**src/rtl/rsc_pkg.sv**
```systemverilog
package rsc_pkg;

    // Operation applied to one scan cell on the next clock edge
    typedef enum logic [1:0] {
        CELL_HOLD    = 2'd0,
        CELL_SHIFT   = 2'd1,
        CELL_CAPTURE = 2'd2,
        CELL_RESTORE = 2'd3
    } cell_op_e;

    // Per-cell control bundle built by the top level
    typedef struct packed {
        cell_op_e op;
        logic     shift_d;
        logic     func_d;
    } cell_ctrl_t;

    // Position of the controller inside one low scan-enable window
    typedef enum logic [1:0] {
        WIN_ARMED    = 2'd0,
        WIN_LAUNCHED = 2'd1,
        WIN_CAPTURED = 2'd2,
        WIN_SPENT    = 2'd3
    } win_state_e;

    function automatic int unsigned group_of(input int unsigned idx,
                                             input int unsigned per_group);
        return idx / per_group;
    endfunction

endpackage

```
**src/rtl/rsc_restore_ctrl.sv**
```systemverilog
module rsc_restore_ctrl
    import rsc_pkg::*;
(
    input  logic clk,
    input  logic rst,
    input  logic scan_en,
    output logic restore
);
    // Two flip-flops in total, shared by all interface cells
    win_state_e win_q;

    always_ff @(posedge clk) begin
        if (rst) begin
            win_q <= WIN_SPENT;          // disarmed until a shift occurs
        end else if (scan_en) begin
            win_q <= WIN_ARMED;
        end else begin
            case (win_q)
                WIN_ARMED:    win_q <= WIN_LAUNCHED;
                WIN_LAUNCHED: win_q <= WIN_CAPTURED;
                default:      win_q <= WIN_SPENT;
            endcase
        end
    end

    // Pulse covers the edge that follows launch and capture
    assign restore = !scan_en && (win_q == WIN_CAPTURED);

endmodule

```
**src/rtl/rsc_iface_cell.sv**
```systemverilog
module rsc_iface_cell
    import rsc_pkg::*;
(
    input  logic       clk,
    input  logic       rst,
    input  cell_ctrl_t ctrl,
    output logic       q,
    output logic       shadow
);
    always_ff @(posedge clk) begin
        if (rst) begin
            q      <= 1'b0;
            shadow <= 1'b0;
        end else begin
            case (ctrl.op)
                CELL_SHIFT: begin
                    q      <= ctrl.shift_d;
                    shadow <= ctrl.shift_d;
                end
                CELL_CAPTURE: q <= ctrl.func_d;
                CELL_RESTORE: q <= shadow;
                default:      q <= q;
            endcase
        end
    end

endmodule

```
**src/rtl/rsc_plain_cell.sv**
```systemverilog
module rsc_plain_cell
    import rsc_pkg::*;
(
    input  logic       clk,
    input  logic       rst,
    input  cell_ctrl_t ctrl,
    output logic       q
);
    always_ff @(posedge clk) begin
        if (rst) begin
            q <= 1'b0;
        end else begin
            case (ctrl.op)
                CELL_SHIFT:   q <= ctrl.shift_d;
                CELL_CAPTURE: q <= ctrl.func_d;
                default:      q <= q;
            endcase
        end
    end

endmodule

```
**src/rtl/rsc_array.sv**
```systemverilog
module rsc_array
    import rsc_pkg::*;
#(
    parameter int unsigned N_GROUPS        = 2,
    parameter int unsigned CELLS_PER_GROUP = 4,
    parameter logic [N_GROUPS*CELLS_PER_GROUP-1:0] IFACE_MASK = 8'hA5
) (
    input  logic                                clk,
    input  logic                                rst,
    input  logic                                scan_en,
    input  logic                                scan_in,
    input  logic [N_GROUPS*CELLS_PER_GROUP-1:0] func_d,
    input  logic [N_GROUPS-1:0]                 cap_en,
    output logic                                scan_out,
    output logic [N_GROUPS*CELLS_PER_GROUP-1:0] cell_q
);
    localparam int unsigned N_CELLS = N_GROUPS * CELLS_PER_GROUP;

    logic               restore_pulse;
    logic [N_CELLS:0]   chain;
    logic [N_CELLS-1:0] shadow_vec;

    rsc_restore_ctrl u_ctrl (
        .clk     (clk),
        .rst     (rst),
        .scan_en (scan_en),
        .restore (restore_pulse)
    );

    assign chain[0] = scan_in;

    for (genvar i = 0; i < N_CELLS; i++) begin : g_cell
        localparam int unsigned GRP = group_of(i, CELLS_PER_GROUP);
        cell_ctrl_t ctrl;

        assign chain[i+1] = cell_q[i];

        always_comb begin
            ctrl.shift_d = chain[i];
            ctrl.func_d  = func_d[i];
            if (scan_en)
                ctrl.op = CELL_SHIFT;
            else if (IFACE_MASK[i] && restore_pulse)
                ctrl.op = CELL_RESTORE;
            else if (cap_en[GRP])
                ctrl.op = CELL_CAPTURE;
            else
                ctrl.op = CELL_HOLD;
        end

        if (IFACE_MASK[i]) begin : g_iface
            rsc_iface_cell u_cell (
                .clk    (clk),
                .rst    (rst),
                .ctrl   (ctrl),
                .q      (cell_q[i]),
                .shadow (shadow_vec[i])
            );
        end else begin : g_plain
            rsc_plain_cell u_cell (
                .clk  (clk),
                .rst  (rst),
                .ctrl (ctrl),
                .q    (cell_q[i])
            );
            assign shadow_vec[i] = 1'b0;
        end
    end

    assign scan_out = chain[N_CELLS];

endmodule

```
**config.mk**
```make
export PLATFORM = sky130hd
export DESIGN_NAME = rsc_array
export DESIGN_NICKNAME = d
export VERILOG_FILES = /design/src/rtl/rsc_pkg.sv /design/src/rtl/rsc_restore_ctrl.sv /design/src/rtl/rsc_iface_cell.sv /design/src/rtl/rsc_plain_cell.sv /design/src/rtl/rsc_array.sv
export SDC_FILE = /design/constraint.sdc
export NUM_CORES = 1
export LEC_CHECK = 0
export BUFFER_PORTS_ARGS = -buffer_cell sky130_fd_sc_hd__buf_2
export CAP_MARGIN = 40
export CORE_MARGIN = 3
export CORE_UTILIZATION = 30
export CTS_CLUSTER_DIAMETER = 40
export DETAILED_ROUTE_END_ITERATION = 8
export HOLD_SLACK_MARGIN = 0.06
export PLACE_DENSITY = 0.58
export SLEW_MARGIN = 20
export SYNTH_ARGS = -nofsm -noshare
export SYNTH_HDL_FRONTEND = slang
export SYNTH_SLANG_ARGS = --single-unit
```
**constraint.sdc**
```tcl
create_clock -name clk -period 1.4 [get_ports clk]
set_input_delay 0.21 -clock clk [delete_from_list [all_inputs] [get_ports clk]]
set_output_delay 0.21 -clock clk [all_outputs]
set_load 0.01 [all_outputs]
```
* After elaboration in Yosys (flattened, before gate mapping)
Cells that the tools add are included.
** Word-level totals
- Register bits after elaboration :: 14
- Input bits :: 14
- Output and inout port bits :: 9
** Cells by class
- Eq/ne operators :: 12
- Muxes and demuxes :: 18
- Reduce and logical (&&, ||, !) cells :: 7
** Operators by type and width (count)
- two-way mux 2 bit :: 9
- equality test 2 bit (second input constant) :: 7
- one-hot mux 1 bit (3 select lines) :: 4
- equality test 2 x 1 -> 1 bit (second input constant) :: 5
- one-hot mux 1 bit (2 select lines) :: 4
- nonzero test 3 bit :: 2
- one-hot mux 2 bit (2 select lines) :: 1
- nonzero test 2 bit :: 2
- logical NOT 2 bit :: 1
- logical AND 1 bit :: 1
- logical NOT 1 bit :: 1

* Longest topological paths before layout
- Depth after elaboration :: 6
- Gate-level depth with buffers :: 4
- Depth with buffers taken out :: 3

* By module
A second synthesis with hierarchy kept.
** Unflattened totals
- Cells, all modules :: 72
- Area, all modules :: 807.0 µm²
** By module, submodules not included
- rsc_iface_cell :: instances 4, cells each 7, area each 97.6 µm², sequential area each 40.0 µm²
- rsc_plain_cell :: instances 4, cells each 7, area each 68.8 µm², sequential area each 20.0 µm²
- rsc_restore_ctrl :: instances 1, cells each 7, area each 72.6 µm², sequential area each 40.0 µm²
- rsc_array :: instances 1, cells each 9, area each 68.8 µm², sequential area each 0.0 µm²

* Worst setup path after synthesis
Ideal clock, no wire load.
- Path kind :: flip-flop to flip-flop
- Start point :: reg u_ctrl.win_q[0]
- End point :: reg g_cell[2].g_iface.u_cell.q
- Setup time :: 71 ps
- Arrival :: 917 ps
- Required time :: 1329 ps
- Path slack :: 413 ps
- Cell stages (with the launch flop) :: 4
- Clock period less this slack :: 987 ps
- Cells stage by stage :: dfxtp_1 nand2b_1 a211o_1 a21oi_1
** On the way
- Cells in the longest elaborated chain, start to end :: 6
- Elaborated cells on any way between the ends :: 9
- Those cells by class :: eq/ne: 4; mux: 3; reduce/logical: 2
** RTL lines
- from (decl) :: RTL line rsc_restore_ctrl.sv:10 : win_state_e win_q;
- from (signal assigned) :: RTL line rsc_restore_ctrl.sv:14 : win_q <= WIN_SPENT;
- from (signal assigned) :: RTL line rsc_restore_ctrl.sv:16 : win_q <= WIN_ARMED;
- from (signal assigned) :: RTL line rsc_restore_ctrl.sv:19 : WIN_ARMED: win_q <= WIN_LAUNCHED;
- equality test 2 bit * :: RTL line rsc_restore_ctrl.sv:27 : assign restore = !scan_en && (win_q == WIN_CAPTURED);
- logical AND 1 bit * :: RTL line rsc_restore_ctrl.sv:27
- two-way mux 2 bit * :: RTL line rsc_array.sv:43 : else if (IFACE_MASK[i] && restore_pulse)
- two-way mux 2 bit * :: RTL line rsc_array.sv:41 : if (scan_en)
- equality test 2 bit or equality test 2 x 1 -> 1 bit (tied branches) :: RTL line rsc_iface_cell.sv:15 : case (ctrl.op)
- one-hot mux 1 bit (3 select lines) or nonzero test 3 bit (tied branches)
- to (signal assigned) :: RTL line rsc_iface_cell.sv:17 : q <= ctrl.shift_d;
- to (signal assigned) :: RTL line rsc_iface_cell.sv:20 : CELL_CAPTURE: q <= ctrl.func_d;
- to (signal assigned) :: RTL line rsc_iface_cell.sv:21 : CELL_RESTORE: q <= shadow;
- to (decl) :: RTL line rsc_iface_cell.sv:7 : output logic q,
Mark *: on every way between the ends. The rest lies on a longest branch, timed or not.
A chain may end at the register's enable or synchronous reset.

* Worst setup path after layout
Same ends and word-level chain as after synthesis.

==> results.toml <==
[outcome]
status = "completed"

[global_routing]
antenna_found_initial = 0
grt_pass1_wl_um = 2150
grtUsageMet3_pct = 2.54
grt_use_met1_pct = 14.1
grt_max_degree = 19
grt_pass1_vias = 475
grtUsageMet2_pct = 14.7
grt_usage_pct = 10.5
grt.busiest_layer = "met2"
grt_remaining_overflow = 0

[job]
drv_cap = 0

[synth]
syn_nets = 84
async_flop_share_pct = 0
syn-cell-area_um2 = 677
synth_ff_type = "dfxtp_1"
yosysUniqueCellTypes = 15
avgSynthCellArea_um2 = 9.67
ys_ff_latch = 14
post-synth-top-count-cell = "dfxtp_1"
synth_edf_count = 0
synthCells = 70
synthTopCellsByCount = "14 x dfxtp_1, 9 x buf_4, 8 x mux2i_1"
synth_top_area_share_pct = 41.4
synth.yosys.seq_area_share_pct = 41.4
synth_area_leaders = "dfxtp_1 41%, mux2i_1 12%, buf_4 10%"
yosys_warnings = 0
synth_area_leader_cell = "dfxtp_1"

[die]
die_h_um = 53.5
start_util_pct = 33.1
coreArea_um2 = 2040
rows = 16
die_x_um = 53.5
die_area_um2 = 2860
io_pins = 23

[sta]
fin_crit_ns = 1.11
fmax_mhz = 902
finalSetupTns_ns = 0
fin_ws_ns = 0.291
finClkSkew_ns = 0.00414
finalHoldViolations = 0
slew_headroom_pct = 77.5
finalCritPeriodShare_pct = 79.2
hold_ws_ns = 0.218
setup_violations = 0
tightest_slew_ns = 0.337
rsz0062_at_grt = "no"
slew_violations = 0

[worst_hold_path]
min_path_type = "input pin to register"

[power]
vdd_drop_max_mv = 0.443
leakage_nw = 0.358
power_density_nw_per_um2 = 1090

[finish]
drive_gt1_share_pct = 36.5
area_delta_synth_final_pct = 15.3
nFillCells = 228
layout.nets = 100
antenna_cells = 0

[detailed_routing]
vias_per_cell = 4.59
drtAntennaViolNets = 0
wl_um = 1290
vias = 514
drt-initial-drc-count = 3
first_pass_iters = 2
routedWlPerCell_um = 11.5
route.detailed.drc = 0

[clock_tree]
cts_tree = "yes"
ctsResizeCount = 0
cts_max_level = 1
path_clk_slew_ns = 0.09
clock-root-buffer = "clkbuf_4"
ctsHoldBuffers = 0
insertion_delay_ns = 0.28
cts_setup_buffers = 0
clock_sinks = 14
cts_buffers = 3
cts_buffer_depth = 2

[setup_path]
slowest_stage = "dfxtp_1"
crit_chain = "nand2b_1 > a211o_1 > a21oi_1"
crit_type = "register to register"
required_ns = 1.61
r2r_slack_ns = 0.29
crit_fanout = 7
cp-end-kind = "register"
cpPeakStageDelay_ns = 0.37
path_buf_inv = 0
crit_family = "compound AO/OA/AOI/OAI gates"
arrival_ns = 1.32
crit_path_start_kind = "register"

[placement]
hpwl_um = 926
finalWeightedCongestion = 0.696
port_buffers = 22
dp_slack_ns = 0.276
-- layout by cell type (no fill, tap or decap) --
cell type / count
o21bai_1: 2
nand2_1: 4
nand2b_1: 5
mux2_2: 4
clkbuf_8: 1
nor3b_1: 4
nor2b_1: 1
a21oi_1: 7
a21oi_2: 1
a211o_1: 4
buf_2: 22
dfxtp_1: 14
mux2i_1: 8
nor2_1: 5
clkbuf_4: 3
-- cells by family after synthesis --
| group | after synthesis | synth area share, % |
|---|---|---|
| buf+inv | 11 | 11.3 |
| compound gates | 14 | 13.9 |
| simple gates | 19 | 15.0 |
| flops | 14 | 41.4 |
| mux | 12 | 18.5 |
-- sequential cells by signal (all words and copies together), names as in the netlist --
signal                        count
u_ctrl.win_q                      2
g_cell.g_iface.u_cell.shadow      4
g_cell.g_plain.u_cell.q           4
g_cell.g_iface.u_cell.q           4
-- metrics by stage --
stage / util (%) / instances / instance area [um^2] / power (mW)
after floorplan: - / 70 / 677 / 0.543
after global placement: 36.5 / 108 / 744 / 0.571
after detailed placement: 36.5 / 108 / 744 / 0.573
after CTS: 38.2 / 112 / 781 / 0.874
after global routing: 38.2 / 112 / 781 / 0.902
final: 38.2 / 112 / 781 / 0.851
-- worst min-delay path, delay by kind of cell --
family,cells,cell delay (ns)
AO/OA/AOI/OAI,1,0.06
buffers and inverters,1,0.10
AND/OR/NAND/NOR,1,0.09
-- where the power goes --
part / internal, mW / switching (mW)
registers: 0.420 / 0.0176
clock network: 0.158 / 0.131
logic: 0.0655 / 0.0587
total: 0.644 / 0.207
-- worst paths after layout --
check	start	to	cells after the start
max	u_ctrl.win_q[0]	g_cell[2].g_iface.u_cell.q	3
min	scan_in	g_cell[0].g_iface.u_cell.q	3
max reg2reg	u_ctrl.win_q[0]	g_cell[2].g_iface.u_cell.q	3
min reg2reg	g_cell[7].g_iface.u_cell.shadow	g_cell[7].g_iface.u_cell.shadow	2
-- layer usage --
| layer | vias up | routed length [um] |
|---|---|---|
| met5 | - | 0 |
| met4 | 0 | 0 |
| met3 | 0 | 109 |
| met2 | 19 | 550 |
| met1 | 231 | 633 |
| li1 | 264 | - |
-- layout make-up --
type | instances | area (um^2) | area share [%]
Multi-Input combinational cell | 45 | 320 | 41.0
Sequential cell | 14 | 280 | 35.9
Clock buffer | 4 | 36.3 | 4.65
Tap cell | 27 | 33.8 | 4.33
Timing Repair Buffer | 22 | 110 | 14.1
Note: power is estimated with default switching activity, not from simulation.
